<file path="src/rtl/tdc_cal_pkg.sv">
package tdc_cal_pkg;
    typedef enum logic [1:0] {
        ST_IDLE  = 2'd0,
        ST_ACCUM = 2'd1,
        ST_BUILD = 2'd2
    } cal_state_e;
endpackage

</file>
<file path="src/rtl/tdc_ones_count.sv">
module tdc_ones_count #(
    parameter int NDFF   = 32,
    parameter int CODE_W = $clog2(NDFF + 1)
) (
    input  logic [NDFF-1:0]   vec,
    output logic [CODE_W-1:0] code
);
    // Population count: position-independent, so bubbles cannot reorder codes
    always_comb begin
        code = '0;
        for (int i = 0; i < NDFF; i++) begin
            code = code + CODE_W'(vec[i]);
        end
    end
endmodule

</file>
<file path="src/rtl/tdc_hist_bank.sv">
module tdc_hist_bank #(
    parameter int NBINS  = 33,
    parameter int HIST_W = 16,
    parameter int IDX_W  = 6
) (
    input  logic              clk,
    input  logic              rst_n,
    input  logic              clr,
    input  logic              inc,
    input  logic [IDX_W-1:0]  inc_idx,
    input  logic [IDX_W-1:0]  rd_idx,
    output logic [HIST_W-1:0] rd_data
);
    localparam logic [HIST_W-1:0] BIN_MAX = '1;

    logic [HIST_W-1:0] bin_d [NBINS];
    logic [HIST_W-1:0] bin_q [NBINS];

    always_comb begin
        bin_d = bin_q;
        if (clr) begin
            for (int b = 0; b < NBINS; b++) bin_d[b] = '0;
        end else if (inc) begin
            for (int b = 0; b < NBINS; b++) begin
                if (inc_idx == IDX_W'(b) && bin_q[b] != BIN_MAX) begin
                    bin_d[b] = bin_q[b] + HIST_W'(1);
                end
            end
        end
    end

    always_comb begin
        rd_data = '0;
        for (int b = 0; b < NBINS; b++) begin
            if (rd_idx == IDX_W'(b)) rd_data = bin_q[b];
        end
    end

    always_ff @(posedge clk or negedge rst_n) begin
        if (!rst_n) begin
            for (int b = 0; b < NBINS; b++) bin_q[b] <= '0;
        end else begin
            bin_q <= bin_d;
        end
    end

    // a bin only grows until cleared; it never wraps back down
    for (genvar g = 0; g < NBINS; g++) begin : g_bin_chk
        a_r6_no_wrap: assert property (@(posedge clk) disable iff (!rst_n)
            !clr |=> bin_q[g] >= $past(bin_q[g]));
    end
    // a clear empties the bin that is read back
    a_r5_cleared: assert property (@(posedge clk) disable iff (!rst_n)
        clr |=> rd_data == '0);
endmodule

</file>
<file path="src/rtl/tdc_cal_ctrl.sv">
module tdc_cal_ctrl
    import tdc_cal_pkg::*;
#(
    parameter int NBINS  = 33,
    parameter int HIST_W = 16,
    parameter int OUT_W  = 8,
    parameter int LOGW   = 5,
    parameter int IDX_W  = 6
) (
    input  logic              clk,
    input  logic              rst_n,
    input  logic              cal_start,
    input  logic              smp_cal,
    input  logic [LOGW-1:0]   log2_total,
    input  logic [HIST_W-1:0] hist_rd_data,
    output logic              hist_clr,
    output logic              hist_inc,
    output logic [IDX_W-1:0]  hist_rd_idx,
    output logic              tbl_we,
    output logic [IDX_W-1:0]  tbl_idx,
    output logic [OUT_W-1:0]  tbl_val,
    output logic              cal_done
);
    localparam int CNT_W  = 2 ** LOGW;
    localparam int CUM_W  = HIST_W + IDX_W + 1;
    localparam int PROD_W = CUM_W + 1 + OUT_W;
    localparam logic [PROD_W-1:0] FULLSCALE = PROD_W'((2 ** OUT_W) - 1);
    localparam logic [IDX_W-1:0]  LAST_IDX  = IDX_W'(NBINS - 1);

    typedef struct packed {
        cal_state_e       st;
        logic [CNT_W-1:0] cnt;
        logic [IDX_W-1:0] idx;
        logic [CUM_W-1:0] cum;
        logic             done;
    } ctrl_t;

    ctrl_t c_d, c_q;
    logic [CNT_W-1:0]  last_cnt;
    logic [PROD_W-1:0] num;
    logic [LOGW:0]     shamt;

    always_comb begin
        last_cnt = (CNT_W'(1) << log2_total) - CNT_W'(1);
        shamt    = {1'b0, log2_total} + (LOGW + 1)'(1);
        num      = (PROD_W'({c_q.cum, 1'b0}) + PROD_W'(hist_rd_data)) * FULLSCALE;

        c_d         = c_q;
        hist_clr    = 1'b0;
        hist_inc    = 1'b0;
        hist_rd_idx = c_q.idx;
        tbl_we      = 1'b0;
        tbl_idx     = c_q.idx;
        tbl_val     = OUT_W'(num >> shamt);

        if (cal_start) begin
            hist_clr = 1'b1;
            c_d.st   = ST_ACCUM;
            c_d.cnt  = '0;
            c_d.done = 1'b0;
        end else begin
            unique case (c_q.st)
                ST_ACCUM: begin
                    if (smp_cal) begin
                        hist_inc = 1'b1;
                        c_d.cnt  = c_q.cnt + CNT_W'(1);
                        if (c_q.cnt == last_cnt) begin
                            c_d.st  = ST_BUILD;
                            c_d.idx = '0;
                            c_d.cum = '0;
                        end
                    end
                end
                ST_BUILD: begin
                    tbl_we  = 1'b1;
                    c_d.cum = c_q.cum + CUM_W'(hist_rd_data);
                    c_d.idx = c_q.idx + IDX_W'(1);
                    if (c_q.idx == LAST_IDX) begin
                        c_d.st   = ST_IDLE;
                        c_d.done = 1'b1;
                    end
                end
                default: ;
            endcase
        end
    end

    always_ff @(posedge clk or negedge rst_n) begin
        if (!rst_n) begin
            c_q <= '{st: ST_IDLE, cnt: '0, idx: '0, cum: '0, done: 1'b0};
        end else begin
            c_q <= c_d;
        end
    end

    assign cal_done = c_q.done;

    // the table becomes valid only straight out of the build walk
    a_r7_done_after_build: assert property (@(posedge clk) disable iff (!rst_n)
        $rose(cal_done) |-> $past(c_q.st) == ST_BUILD);
    // a start pulse withdraws the table
    a_r5_start_clears_done: assert property (@(posedge clk) disable iff (!rst_n)
        cal_start |=> !cal_done);
    // the build walk never writes while a valid table is reported
    a_r7_no_write_when_done: assert property (@(posedge clk) disable iff (!rst_n)
        cal_done |-> !tbl_we);
endmodule

</file>
<file path="src/rtl/tdc_code_map.sv">
module tdc_code_map #(
    parameter int NBINS = 33,
    parameter int OUT_W = 8,
    parameter int IDX_W = 6
) (
    input  logic             clk,
    input  logic             rst_n,
    input  logic             we,
    input  logic [IDX_W-1:0] wr_idx,
    input  logic [OUT_W-1:0] wr_val,
    input  logic [IDX_W-1:0] rd_idx,
    output logic [OUT_W-1:0] rd_val
);
    logic [OUT_W-1:0] ent_d [NBINS];
    logic [OUT_W-1:0] ent_q [NBINS];

    always_comb begin
        ent_d = ent_q;
        for (int k = 0; k < NBINS; k++) begin
            if (we && wr_idx == IDX_W'(k)) ent_d[k] = wr_val;
        end
        rd_val = '0;
        for (int k = 0; k < NBINS; k++) begin
            if (rd_idx == IDX_W'(k)) rd_val = ent_q[k];
        end
    end

    always_ff @(posedge clk or negedge rst_n) begin
        if (!rst_n) begin
            for (int k = 0; k < NBINS; k++) ent_q[k] <= '0;
        end else begin
            ent_q <= ent_d;
        end
    end
endmodule

</file>
<file path="src/rtl/tdc_lin_cal.sv">
module tdc_lin_cal #(
    parameter int NDFF   = 32,
    parameter int OUT_W  = 8,
    parameter int HIST_W = 16,
    parameter int LOGW   = 5
) (
    input  logic             clk,
    input  logic             rst_n,
    input  logic             cal_mode,
    input  logic             cal_start,
    input  logic [LOGW-1:0]  log2_total,
    input  logic             smp_valid,
    input  logic [NDFF-1:0]  smp_vec,
    output logic             osc_select,
    output logic             out_valid,
    output logic [OUT_W-1:0] out_code,
    output logic             cal_done
);
    localparam int CODE_W = $clog2(NDFF + 1);
    localparam int NBINS  = NDFF + 1;
    localparam int IDX_W  = CODE_W;

    typedef struct packed {
        logic [CODE_W-1:0] raw;
        logic              raw_vld;
        logic              mode;
        logic [OUT_W-1:0]  code;
        logic              code_vld;
    } pipe_t;

    pipe_t p_d, p_q;

    logic [CODE_W-1:0] cnt_code;
    logic [HIST_W-1:0] hist_rd_data;
    logic              hist_clr, hist_inc;
    logic [IDX_W-1:0]  hist_rd_idx;
    logic              tbl_we;
    logic [IDX_W-1:0]  tbl_idx;
    logic [OUT_W-1:0]  tbl_val;
    logic [OUT_W-1:0]  mapped;
    logic              smp_cal;

    tdc_ones_count #(.NDFF(NDFF), .CODE_W(CODE_W)) u_ones (
        .vec  (smp_vec),
        .code (cnt_code)
    );

    assign smp_cal = p_q.raw_vld && p_q.mode;

    tdc_hist_bank #(.NBINS(NBINS), .HIST_W(HIST_W), .IDX_W(IDX_W)) u_hist (
        .clk     (clk),
        .rst_n   (rst_n),
        .clr     (hist_clr),
        .inc     (hist_inc),
        .inc_idx (p_q.raw),
        .rd_idx  (hist_rd_idx),
        .rd_data (hist_rd_data)
    );

    tdc_cal_ctrl #(
        .NBINS(NBINS), .HIST_W(HIST_W), .OUT_W(OUT_W), .LOGW(LOGW), .IDX_W(IDX_W)
    ) u_ctrl (
        .clk          (clk),
        .rst_n        (rst_n),
        .cal_start    (cal_start),
        .smp_cal      (smp_cal),
        .log2_total   (log2_total),
        .hist_rd_data (hist_rd_data),
        .hist_clr     (hist_clr),
        .hist_inc     (hist_inc),
        .hist_rd_idx  (hist_rd_idx),
        .tbl_we       (tbl_we),
        .tbl_idx      (tbl_idx),
        .tbl_val      (tbl_val),
        .cal_done     (cal_done)
    );

    tdc_code_map #(.NBINS(NBINS), .OUT_W(OUT_W), .IDX_W(IDX_W)) u_map (
        .clk    (clk),
        .rst_n  (rst_n),
        .we     (tbl_we),
        .wr_idx (tbl_idx),
        .wr_val (tbl_val),
        .rd_idx (p_q.raw),
        .rd_val (mapped)
    );

    always_comb begin
        p_d          = p_q;
        p_d.raw      = cnt_code;
        p_d.raw_vld  = smp_valid;
        p_d.mode     = cal_mode;
        p_d.code_vld = p_q.raw_vld && !p_q.mode;
        if (p_q.raw_vld && !p_q.mode) begin
            p_d.code = cal_done ? mapped : OUT_W'(p_q.raw);
        end
    end

    always_ff @(posedge clk or negedge rst_n) begin
        if (!rst_n) begin
            p_q <= '0;
        end else begin
            p_q <= p_d;
        end
    end

    assign osc_select = p_q.mode;
    assign out_valid  = p_q.code_vld;
    assign out_code   = p_q.code;

    // a registered raw code never leaves the 0..NDFF range
    a_r1_code_range: assert property (@(posedge clk) disable iff (!rst_n)
        p_q.raw_vld |-> p_q.raw <= CODE_W'(NDFF));
    // calibration-mode samples never reach the output
    a_r4_no_out_in_cal: assert property (@(posedge clk) disable iff (!rst_n)
        out_valid |-> !$past(p_q.mode) && $past(p_q.raw_vld));
    // without a table the raw code passes unchanged
    a_r3_passthrough: assert property (@(posedge clk) disable iff (!rst_n)
        (out_valid && !$past(cal_done)) |-> out_code == OUT_W'($past(p_q.raw)));
endmodule

</file>
<file path="config.mk">
export PLATFORM = sky130hd
export DESIGN_NAME = tdc_lin_cal
export DESIGN_NICKNAME = d
export VERILOG_FILES = /design/src/rtl/tdc_cal_pkg.sv /design/src/rtl/tdc_ones_count.sv /design/src/rtl/tdc_hist_bank.sv /design/src/rtl/tdc_cal_ctrl.sv /design/src/rtl/tdc_code_map.sv /design/src/rtl/tdc_lin_cal.sv
export SDC_FILE = /design/constraint.sdc
export NUM_CORES = 2
export LEC_CHECK = 0
export BUFFER_PORTS_ARGS = -buffer_cell sky130_fd_sc_hd__clkbuf_2
export CAP_MARGIN = 20
export CELL_PAD_IN_SITES_DETAIL_PLACEMENT = 1
export CELL_PAD_IN_SITES_GLOBAL_PLACEMENT = 2
export CORE_MARGIN = 5
export CORE_UTILIZATION = 44
export CTS_CLUSTER_SIZE = 40
export DETAILED_ROUTE_END_ITERATION = 6
export PLACE_DENSITY = 0.95
export SLEW_MARGIN = 20
export SYNTH_ARGS = -nofsm -noshare
export SYNTH_HDL_FRONTEND = slang
export SYNTH_SLANG_ARGS = --single-unit
</file>
<file path="constraint.sdc">
create_clock -name clk -period 29.9 [get_ports clk]
set_clock_uncertainty 0.2 [all_clocks]
set_input_delay 1.495 -clock clk [delete_from_list [all_inputs] [get_ports clk]]
set_output_delay 1.495 -clock clk [all_outputs]
set_load 0.05 [all_outputs]
</file>
**Word-level counts from Yosys, hierarchy flattened**

Index checks and enable logic that the tools add are counted.

- Input bits: 42
- Register bits: 873
- Word-level logic and storage cells: 522
- Output and inout port bits: 11

- Add/subtract/negate cells: 70
- Shift-type cells: 2
- Bitwise gates (word level): 1
- Multiply operators: 1
- Reductions and logical operators: 148
- Mux-type cells: 119
- Equality and inequality tests: 105

Operator list:

| kind | count |
|---|---|
| 16-bit two-way mux | 66 |
| 528-bit two-way mux | 2 |
| 16-bit by 1-bit adder with 16-bit output (second input constant) | 33 |
| 16-bit inequality test (second input constant) | 33 |
| 8-bit two-way mux | 34 |
| 6-bit by 5-bit equality test with 1-bit output (second input constant) | 32 |
| 6-bit by 1-bit adder with 6-bit output | 30 |
| 6-bit by 4-bit equality test with 1-bit output (second input constant) | 16 |
| 2-bit nonzero test | 39 |
| 2-bit AND reduction | 35 |
| 1-bit logical AND | 68 |
| 63-bit two-way mux | 1 |
| 29-bit one-hot mux with 2 select lines | 1 |
| 6-bit by 3-bit equality test with 1-bit output (second input constant) | 8 |
| 34-bit two-way mux | 1 |
| 32-bit by 1-bit adder with 32-bit output (second input constant) | 1 |
| 32-bit equality test | 1 |
| 32-bit by 8-bit multiplier with 32-bit output (second input constant) | 1 |
| 32-bit two-way mux | 1 |
| 1-bit by 5-bit << shifter with 32-bit output (first input constant) | 1 |
| 32-bit by 6-bit >> shifter with 8-bit output | 1 |
| 32-bit by 2-bit subtractor with 32-bit output (second input constant) | 1 |
| 29-bit two-way mux | 1 |
| 24-bit by 16-bit adder with 25-bit output | 1 |
| other kinds (21) | 38 |

**Logic depth before layout (Yosys ltp)**

- Word-level depth: 37
- Gate-level depth with buffers: 48
- Depth with buffers taken out: 44

**Hierarchy**

Synthesis repeated with hierarchy kept, for this count alone.

- Cell total of the unflattened synthesis: 6369
- Area total of the unflattened synthesis: 59871.2 µm²

Modules (own cells, without submodules):

| module | sequential area each (µm²) | area an instance (µm²) | instances | cells an instance |
|---|---|---|---|---|
| tdc_hist_bank | 13212.7 | 32855.3 | 1 | 3668 |
| tdc_code_map | 6606.3 | 13441.6 | 1 | 1135 |
| tdc_cal_ctrl | 1601.5 | 12091.6 | 1 | 1448 |
| tdc_ones_count | 0.0 | 750.7 | 1 | 71 |
| tdc_lin_cal | 425.4 | 732.0 | 1 | 47 |

**Least setup slack after synthesis**

No wires, ideal clock.

- Path type: register to register
- From: register u_ctrl.c_q (netlist bit u_ctrl.hist_rd_idx[4])
- To: register u_map.ent_q[112] (netlist bit)
- Setup slack: 19.442 ns
- Path buffers: 5
- Data required time: 29.545 ns
- Data arrival time: 10.103 ns
- Stages on the path, launching flop included: 45
- Period minus slack after synthesis: 10.458 ns
- Setup time: 0.155 ns
- Cells stage by stage: dfrtp_1 -> clkbuf_1 -> nor4_1 -> and2_1 -> clkbuf_1 -> clkbuf_1 -> o31ai_1 -> a211oi_1 -> o21ai_0 -> o21ai_0 -> nand3_1 -> nand2_1 -> a31oi_1 -> o22a_1 -> ha_1 -> fa_1 -> a21o_1 -> a21o_1 -> [9 not listed] -> a21oi_1 -> fa_1 -> fa_1 -> fa_1 -> inv_1 -> ha_1 -> clkbuf_1 -> and3_1 -> o21ai_0 -> a211o_2 -> a21o_2 -> o31ai_1 -> xnor2_1 -> o221ai_1 -> mux4_2 -> a21oi_4 -> buf_6 -> a31oi_1

- Cells in the longest elaborated chain, start to end: 37
- Elaborated cells on any way between the ends: 70
- Those cells by class: 1 x add/sub; 1 x mul; 32 x eq/ne; 1 x shift; 33 x mux; 2 x reduce/logical

Ends and longest elaborated chain:

| element | RTL line | RTL |
|---|---|---|
| start: declaration | tdc_cal_ctrl.sv:38 | `ctrl_t c_d, c_q;` |
| start signal: assignment | tdc_cal_ctrl.sv:90 | `c_q <= '{st: ST_IDLE, cnt: '0, idx: '0, cum: '0, done: 1'b0};` |
| 6-bit logical NOT | tdc_hist_bank.sv:35 | `if (rd_idx == IDX_W'(b)) rd_data = bin_q[b];` |
| 16-bit two-way mux (33 in series) | tdc_hist_bank.sv:35 |  |
| 24-bit by 16-bit adder with 25-bit output | tdc_cal_ctrl.sv:46 | `num = (PROD_W'({c_q.cum, 1'b0}) + PROD_W'(hist_rd_data)) * FULLSCALE;` |
| 32-bit by 8-bit multiplier with 32-bit output | tdc_cal_ctrl.sv:46 |  |
| 32-bit by 6-bit >> shifter with 8-bit output | tdc_cal_ctrl.sv:54 | `tbl_val = OUT_W'(num >> shamt);` |
| end signal: assignment | tdc_code_map.sv:32 | `ent_q <= ent_d;` |
| end: declaration | tdc_code_map.sv:15 | `logic [OUT_W-1:0] ent_q [NBINS];` |

Several ways; a longest one is shown, not always the timed one.
A chain may end at the register's enable or synchronous reset.

**Worst setup path in the final report**

- From: register u_ctrl.c_q (netlist bit u_ctrl.hist_rd_idx[3])
- To: register u_map.ent_q[144] (netlist bit)

Same word-level chain as after synthesis.

==> metrics.yaml <==
yosys:
  ys_ff_latch: 873
  yosysSeqAreaShare_pct: 39.5
  synth_cells: 6202
  yosysWarnings: 0
  yosysTopAreaCell: "dfrtp_1"
  ys.flop_type: "dfrtp_1"
  syn_area_um2: 55300
  yosysUniqueCellTypes: 101
  synthTopCellsByArea: "dfrtp_1 40%, xor2_1 6.5%, nor2_1 6.2%, nand2_1 4.6%, fa_1 4.6%"
  synth_top_cell_area_share_pct: 39.5
  synth-async-reset-ratio_pct: 100
  synth_nets: 6512
  avgSynthCellArea_um2: 8.91
  synth_enable_flop_cells: 0
placement:
  dp_slack_ps: 15820
  dp_hpwl_mm: 137
  place_congestion: 0.916
  portBuffers: 52
sta:
  finalSetupTns_ps: 0
  slew_headroom_pct: 24.2
  finalWorstSetupSlack_ps: 15600
  worst_slew_pin_slew_ps: 1140
  layout_min_cycle_time_ps: 14300
  rsz0062_at_grt: "false"
  whs_ps: 279
  finalMaxSlewViolations: 0
  finalHoldViolCount: 0
  min_period_over_period_pct: 47.8
  clock.fmax_ghz: 0.0699
  setup_viol: 0
setup_path:
  slowest_stage: "a211oi_1"
  end_kind: "flop"
  cp_top_family: "compound AO/OA/AOI/OAI gates"
  path_buf_inv: 3
  crit_required_ps: 30250
  crit_path_start_kind: "flop"
  slowest_delay_ps: 870
  arrival_ps: 14660
  critPathKind: "flop to flop"
  reg2reg_slack_ps: 15600
  worstPathMaxFanout: 33
clock_network:
  clock_sinks: 873
  cts_made_buffers: 101
  clk_path_buf_depth: 3
  cts_tree: "built"
  insertion_delay_ps: 730
  cts.clk_slew.worst_paths_ps: 60
  cts_resized: 0
  postCtsHoldBufs: 0
  htreeDepth: 3
  clockRootBuffer: "clkbuf_16"
  post_cts_buffers: 0
die:
  io_pins: 53
  die_x_um: 364
  start_util_pct: 44.1
  core-area_um2: 125000
  rows: 130
  die-area_um2: 133000
  fp.dieH_um: 364
final_layout:
  syn2layout_area_growth_pct: 9.88
  nets: 6430
  drive_above_1_share_pct: 7.74
  final_common_cell: "nor2_1"
  diodes: 0
  final.fill_count: 14500
  fin_util_pct: 48.5
  final_cell_mix: "902 x nor2_1, 871 x dfrtp_1, 675 x nand2_1, 412 x xor2_1, 327 x o21ai_0"
global_routing:
  grt_antenna_before_repair: 5
  grt_pass1_vias: 50700
  grt_max_degree: 164
  grt_pass1_wl_mm: 301
  grt_usage_pct: 28.6
  gr-total-overflow: 0
route:
  drt-initial-drc-count: 4468
  drt_pass1_iterations: 6
  wl_per_cell_um: 24.6
  vias: 49000
  antenna_left: 0
  viasPerCell: 6.24
  drc: 0
  drt-total-wl_mm: 193
hold_path:
  hp-class: "flop to flop"
job:
  cap_violations: 0
outcome:
  outcome: "finished, final reports clean"
-- logic make-up after synthesis --
logic type	after synthesis	share of synthesized area [%]
simple gates	2424	20.0
fa+ha+maj	268	7.78
mux	153	3.46
compound gates	1374	16.5
buf+inv	549	3.90
xor+xnor	561	8.89
flops	873	39.5
-- area by class of cell --
class / count / area, µm² / share of cell area, %
Multi-Input combinational cell: 4780 / 31400 / 51.8
Inverter: 221 / 830 / 1.37
Timing Repair Buffer: 143 / 1070 / 1.77
Tap cell: 1650 / 2060 / 3.40
Sequential cell: 873 / 21900 / 36.0
Clock inverter: 50 / 568 / 0.935
Clock buffer: 136 / 2910 / 4.79
-- path summary, 6_finish.rpt --
kind,endpoint,startpoint,cells after the start
worst min-delay path,u_map.ent_q[257],u_map.ent_q[257],2
min in group asynchronous,u_ctrl.c_q[23],rst_n,1
worst min register to register,u_map.ent_q[257],u_map.ent_q[257],2
max in group asynchronous,u_hist.bin_q[433],rst_n,4
worst max-delay path,u_map.ent_q[144],u_ctrl.hist_rd_idx[3],38
worst max register to register,u_map.ent_q[144],u_ctrl.hist_rd_idx[3],38
-- worst register-to-register path, delay by kind of cell, from the launching register on --
family          cells  cell delay [ps]
simple gates        6             2540
flops               1              760
buf+inv             3              680
compound gates     20             5980
fa+ha+maj           6             2600
mux                 1              570
xor+xnor            2              810
-- metrics by stage --
step	cells	area [µm²]
2_1_floorplan	6202	55300
5_1_grt	7853	60700
4_1_cts	7851	60700
3_3_place_gp	7663	57100
3_5_place_dp	7665	57200
6_report	7853	60700
-- state kept, by name, indices dropped and copies added, names as in the netlist --
| register | flops |
|---|---|
| osc_select | 1 |
| out_code | 8 |
| out_valid | 1 |
| p_q | 7 |
| u_ctrl.c_q | 57 |
| u_ctrl.cal_done | 1 |
| u_ctrl.hist_rd_idx | 6 |
| u_hist.bin_q | 528 |
| u_map.ent_q | 264 |
-- synthesized netlist by cell type (13+ instances only) --
| cell type | count |
|---|---|
| a2111oi_0 | 13 |
| nor3_1 | 114 |
| dfrtp_1 | 873 |
| buf_1 | 22 |
| mux4_2 | 25 |
| and2_1 | 30 |
| ha_1 | 142 |
| and3_1 | 78 |
| nand4_1 | 143 |
| or3_1 | 52 |
| o21ai_0 | 327 |
| o31ai_1 | 30 |
| o22ai_1 | 56 |
| nor2b_1 | 29 |
| fa_1 | 126 |
| nor4_1 | 26 |
| a211oi_1 | 64 |
| o211ai_1 | 37 |
| a221o_1 | 32 |
| xor2_1 | 412 |
| a22oi_1 | 46 |
| o21ai_1 | 45 |
| a221oi_1 | 69 |
| nand2_1 | 675 |
| nand3_1 | 231 |
| o2111ai_1 | 31 |
| a21oi_1 | 272 |
| a21o_1 | 34 |
| mux2i_1 | 72 |
| inv_1 | 216 |
| a21oi_2 | 22 |
| mux2_2 | 56 |
| and4_1 | 57 |
| o21a_1 | 19 |
| xnor2_1 | 149 |
| buf_2 | 16 |
| o221ai_1 | 43 |
| nor2_1 | 906 |
| a31oi_1 | 82 |
| nand2b_1 | 24 |
| or2_2 | 17 |
| a311oi_1 | 21 |
| clkbuf_1 | 271 |
-- layer usage --
metal	global-route usage [%]	part of all wire [%]
met1	38.7	43
met2	47.2	47
met3	4.12	6.1
met4	10.3	4.0
met5	0	0.0067
Power is not shown: default switching activity piles up to over one toggle a cycle in this logic, so the estimate is an artifact.
